===== src/rtl/gpx_pkg.sv =====
package gpx_pkg;
  typedef enum logic [1:0] {
    KIND_PINS = 2'd0,
    KIND_OUT  = 2'd1,
    KIND_POL  = 2'd2,
    KIND_DIR  = 2'd3
  } reg_kind_e;
endpackage


===== src/rtl/gpx_sync.sv =====
module gpx_sync #(
  parameter int W      = 8,
  parameter int STAGES = 2
) (
  input  logic         clk,
  input  logic         rst_n,
  input  logic [W-1:0] d,
  output logic [W-1:0] q
);
  logic [W-1:0] stage_q [STAGES];

  always_ff @(posedge clk or negedge rst_n) begin
    if (!rst_n) begin
      for (int i = 0; i < STAGES; i++) stage_q[i] <= '0;
    end else begin
      stage_q[0] <= d;
      for (int i = 1; i < STAGES; i++) stage_q[i] <= stage_q[i-1];
    end
  end

  assign q = stage_q[STAGES-1];
endmodule


===== src/rtl/gpx_port.sv =====
module gpx_port
  import gpx_pkg::*;
#(
  parameter int W = 8
) (
  input  logic         clk,
  input  logic         rst_n,
  input  logic         wr_en,
  input  reg_kind_e    wr_kind,
  input  logic [W-1:0] wr_data,
  input  reg_kind_e    rd_kind,
  input  logic [W-1:0] pins_sync,
  output logic [W-1:0] rd_data,
  output logic [W-1:0] drv_val,
  output logic [W-1:0] drv_en
);
  logic [W-1:0] out_q, pol_q, dir_q;

  always_ff @(posedge clk or negedge rst_n) begin
    if (!rst_n) begin
      out_q <= '1;
      pol_q <= '0;
      dir_q <= '1;
    end else if (wr_en) begin
      case (wr_kind)
        KIND_OUT: out_q <= wr_data;
        KIND_POL: pol_q <= wr_data;
        KIND_DIR: dir_q <= wr_data;
        default:  ;
      endcase
    end
  end

  always_comb begin
    case (rd_kind)
      KIND_PINS: rd_data = pins_sync ^ pol_q;
      KIND_OUT:  rd_data = out_q;
      KIND_POL:  rd_data = pol_q;
      default:   rd_data = dir_q;
    endcase
  end

  assign drv_val = out_q;
  assign drv_en  = ~dir_q;
endmodule


===== src/rtl/gpx_rsp_slot.sv =====
module gpx_rsp_slot #(
  parameter int W = 8
) (
  input  logic         clk,
  input  logic         rst_n,
  input  logic         load,
  input  logic [W-1:0] load_data,
  input  logic         out_ready,
  output logic         out_valid,
  output logic [W-1:0] out_data,
  output logic         free
);
  assign free = !out_valid || out_ready;

  always_ff @(posedge clk or negedge rst_n) begin
    if (!rst_n) begin
      out_valid <= 1'b0;
      out_data  <= '0;
    end else if (load) begin
      out_valid <= 1'b1;
      out_data  <= load_data;
    end else if (out_ready) begin
      out_valid <= 1'b0;
    end
  end
endmodule


===== src/rtl/gpio_regbank.sv =====
module gpio_regbank
  import gpx_pkg::*;
#(
  parameter int PORT_W      = 8,
  parameter int NUM_PORTS   = 2,
  parameter int SYNC_STAGES = 2,
  localparam int PIN_W      = PORT_W * NUM_PORTS,
  localparam int PSEL_W     = $clog2(NUM_PORTS),
  localparam int ADDR_W     = PSEL_W + 2
) (
  input  logic              clk,
  input  logic              rst_n,
  input  logic              req_valid,
  output logic              req_ready,
  input  logic              req_write,
  input  logic [ADDR_W-1:0] req_addr,
  input  logic [PORT_W-1:0] req_wdata,
  output logic              rsp_valid,
  input  logic              rsp_ready,
  output logic [PORT_W-1:0] rsp_data,
  input  logic [PIN_W-1:0]  pin_in,
  output logic [PIN_W-1:0]  pin_out,
  output logic [PIN_W-1:0]  pin_oe
);
  logic              accept;
  reg_kind_e         kind;
  logic [PSEL_W-1:0] psel;
  logic [PIN_W-1:0]  pins_sync;
  logic [PORT_W-1:0] port_rd [NUM_PORTS];

  assign accept = req_valid && req_ready;
  assign kind   = reg_kind_e'(req_addr[ADDR_W-1 -: 2]);
  assign psel   = req_addr[PSEL_W-1:0];

  gpx_sync #(.W(PIN_W), .STAGES(SYNC_STAGES)) u_sync (
    .clk  (clk),
    .rst_n(rst_n),
    .d    (pin_in),
    .q    (pins_sync)
  );

  for (genvar p = 0; p < NUM_PORTS; p++) begin : g_port
    logic sel_wr;
    assign sel_wr = accept && req_write && (psel == PSEL_W'(p));

    gpx_port #(.W(PORT_W)) u_port (
      .clk      (clk),
      .rst_n    (rst_n),
      .wr_en    (sel_wr),
      .wr_kind  (kind),
      .wr_data  (req_wdata),
      .rd_kind  (kind),
      .pins_sync(pins_sync[p*PORT_W +: PORT_W]),
      .rd_data  (port_rd[p]),
      .drv_val  (pin_out[p*PORT_W +: PORT_W]),
      .drv_en   (pin_oe[p*PORT_W +: PORT_W])
    );
  end

  gpx_rsp_slot #(.W(PORT_W)) u_slot (
    .clk      (clk),
    .rst_n    (rst_n),
    .load     (accept && !req_write),
    .load_data(port_rd[psel]),
    .out_ready(rsp_ready),
    .out_valid(rsp_valid),
    .out_data (rsp_data),
    .free     (req_ready)
  );
endmodule


===== config.mk =====
export PLATFORM = sky130hd
export DESIGN_NAME = gpio_regbank
export DESIGN_NICKNAME = d
export VERILOG_FILES = /design/src/rtl/gpx_pkg.sv /design/src/rtl/gpx_sync.sv /design/src/rtl/gpx_port.sv /design/src/rtl/gpx_rsp_slot.sv /design/src/rtl/gpio_regbank.sv
export SDC_FILE = /design/constraint.sdc
export NUM_CORES = 1
export LEC_CHECK = 0
export ABC_AREA = 1
export ABC_CLOCK_PERIOD_IN_PS = 3300
export BUFFER_PORTS_ARGS = -buffer_cell sky130_fd_sc_hd__buf_2
export CAP_MARGIN = 20
export CORE_MARGIN = 4
export CORE_UTILIZATION = 55
export CTS_BUF_LIST = sky130_fd_sc_hd__clkbuf_16
export DETAILED_ROUTE_END_ITERATION = 10
export PLACE_DENSITY_LB_ADDON = 0.15
export SLEW_MARGIN = 30
export SYNTH_ARGS = -nofsm -noshare
export SYNTH_HDL_FRONTEND = slang
export SYNTH_HIERARCHICAL = 1
export SYNTH_SLANG_ARGS = --single-unit

===== constraint.sdc =====
create_clock -name clk -period 3.3 [get_ports clk]
set_input_delay 0.66 -clock clk [delete_from_list [all_inputs] [get_ports clk]]
set_output_delay 0.66 -clock clk [all_outputs]
set_load 0.005 [all_outputs]

==> metrics.yaml <==
drt:
  viasPerCell: 4.97
  wl_met3_um: 547
  ant_nets: 0
  drtIter0Drc: 218
  remaining_drc_errors: 0
  wl_mm: 9.44
  first_pass_iters: 5
  routed.top_layer: "met4"
  wl_met1_mm: 4.17
  wl_met2_mm: 4.60
  wl_per_cell_um: 14.3
  vias: 3277
timing:
  layout_min_cycle_time_ns: 1.88
  setup_tns_ns: 0
  finalCritPeriodShare_pct: 57.1
  worst_slew_pin_slew_ns: 0.725
  worst_slack_ns: 1.42
  setup_violations: 0
  slew_viol_final: 0
  skew_ns: 0.00601
  fmax_mhz: 531
  grt_setup_unrepaired: "no"
  relSlewSlack_pct: 51.5
  timing_hold_violations_final: 0
final_layout:
  final_cells: 660
  diodes: 0
  finalNetCount: 588
  layout_common_cells: "161 x nand2_1, 84 x inv_1, 72 x buf_2, 65 x nand3_1, 57 x dfrtp_1"
  fillerInstances: 651
  mostFrequentLayoutCell: "nand2_1"
  seq_area_um2: 2270
  multi_input_area_um2: 1440
  drive_gt1_share_pct: 32.3
  syn_to_final_growth_pct: 13.6
worst_setup_path:
  required_ns: 3.53
  crit_path_end_kind: "register"
  startpoint_type: "input pin"
  cp.arrival_ns: 2.11
  crit_fanout: 28
  crit_type: "in -> reg"
die:
  row_count: 31
  io_pins: 74
  initial_utilization_pct: 57.8
  die-area_um2: 9260
  die_w_um: 96.2
  fp.dieH_um: 96.2
  core-area_um2: 7410
placed_design:
  gp_congestion: 0.794
  hpwl_mm: 6.41
  numPortBuffers: 73
  place_inst: 644
  dp_slack_ns: 1.16
cts:
  cts_max_level: 3
  clockBufferDepth: 2
  tritoncts: "done"
  clk_latency_ns: 0.34
  holdBufCountCts: 0
  cts_resized: 0
  cts-root-buf: "clkbuf_16"
  post-cts-setup-buffer-count: 0
  clock-sinks: 89
  cts_buffers: 9
  path_clk_slew_ns: 0.07
yosys:
  ys.warnings.count: 6
  netlist_area_um2: 4280
  syn_inst: 499
  ys_types: 17
  synth_fp_nets: 531
  ys_seq_elements: 89
  yosysSeqAreaShare_pct: 52.9
  avgSynthCellArea_um2: 8.58
hold_path:
  hp-class: "in -> async"
power:
  switching_share_pct: 29.3
  p_switching_w: 0.000898
  power.share.sequential_pct: 48.0
  combPwrFrac_pct: 18.2
  intPower_w: 0.00217
  p_per_area_nw_per_um2: 630
  clkPwrFrac_pct: 33.8
  peakVddDrop_uv: 353
  p_leak_nw: 2.55
global_routing:
  gr-total-overflow: 0
  grt_max_degree: 90
  antenna_found_initial: 0
  grtUsageTotal_pct: 21.7
  grt_pass1_wl_mm: 15.2
  grt_pass1_vias: 3218
flow_run:
  drv_cap: 0
run_status:
  outcome: "complete, no violations"
## final timing paths
kind / start / slack (ns) / depth (start not counted) / end
max: req_addr[1] / 1.42 / 10 / u_slot/out_data[1]
min: rst_n / 0.34 / 2 / u_sync/stage_q[18]
max reg2reg: u_slot/out_valid / 1.61 / 6 / g_port[1].u_port/dir_q[0]
min reg2reg: u_sync/stage_q[21] / 0.35 / 0 / u_sync/q[5]
max in group asynchronous: rst_n / 2.57 / 2 / g_port[0].u_port/dir_q[6]
min in group clk: u_sync/stage_q[21] / 0.35 / 0 / u_sync/q[5]
## sequential cells by signal, summed over array words and instances, names as in the netlist
register,cells
u_sync/stage_q,16
g_port.u_port/dir_q,16
u_slot/out_valid,1
g_port.u_port/drv_val,16
g_port.u_port/pol_q,16
u_slot/out_data,8
u_sync/q,16
## per-stage QoR
step | hold WS, ns | util, % | cell area [um2] | power, W
final | 0.343 | 65.6 | 4860 | 0.00306
after global routing | 0.356 | 65.6 | 4860 | 0.00324
after CTS | 0.351 | 65.6 | 4860 | 0.00309
after detailed placement | 0.336 | 61.5 | 4560 | 0.00204
after global placement | 0.331 | 61.5 | 4560 | 0.00203
after floorplan | 0.331 | - | 4280 | 0.00181
## cell usage after synthesis
cell type  number  share of area [%]
clkinv_2        2               0.23
nor2_1          3               0.26
nor2_2          2               0.29
o21ai_1        10                1.2
nand2_2         6               0.88
dfstp_2        32                 20
dfrtp_1        57                 33
buf_2           2               0.23
inv_2           6               0.53
buf_4          18                3.2
nand2_1       161                 14
nor2_4          2               0.53
nand3_2         4               0.93
inv_1          83                7.3
o21ai_2        38                7.8
buf_6           8                2.1
nand3_1        65                7.6
## layout make-up
type	instances	area share [%]
multi-input combinational	291	29.5
clock inverter	7	1.62
timing repair buffer	74	7.98
clock buffer	9	4.63
tap	99	2.55
sequential	89	46.6
inverter	91	7.07
## logic make-up after synthesis
kind of cell / synth area share, %
AO/OA/AOI/OAI: 8.94
AND/OR/NAND/NOR: 24.6
buffers and inverters: 13.5
flip-flops: 52.9
## per-layer routing
| layer | up-vias | track usage (%) |
|---|---|---|
| met4 | 0 | 7.23 |
| met3 | 12 | 5.08 |
| met2 | 92 | 35.5 |
| met1 | 1543 | 28.5 |
| li1 | 1630 | - |
| met5 | - | 0 |
## critical path, stage by stage
cell	delay [ns]
buf_2	0.49
inv_1	0.34
nand3_1	0.16
nand2_1	0.07
inv_1	0.05
nand3_1	0.06
nand2_1	0.07
nand2_1	0.08
nand2_1	0.09
nand2_1	0.06
## power by group through the flow
stage                     clock network [W]  logic, W  registers, W
after floorplan                           0  0.000365       0.00145
after global placement                    0  0.000546       0.00148
after detailed placement                  0  0.000560       0.00148
after CTS                           0.00106  0.000566       0.00147
after global routing                0.00111  0.000644       0.00149
final                               0.00103  0.000559       0.00147
Power figures use the tool's default switching activity.
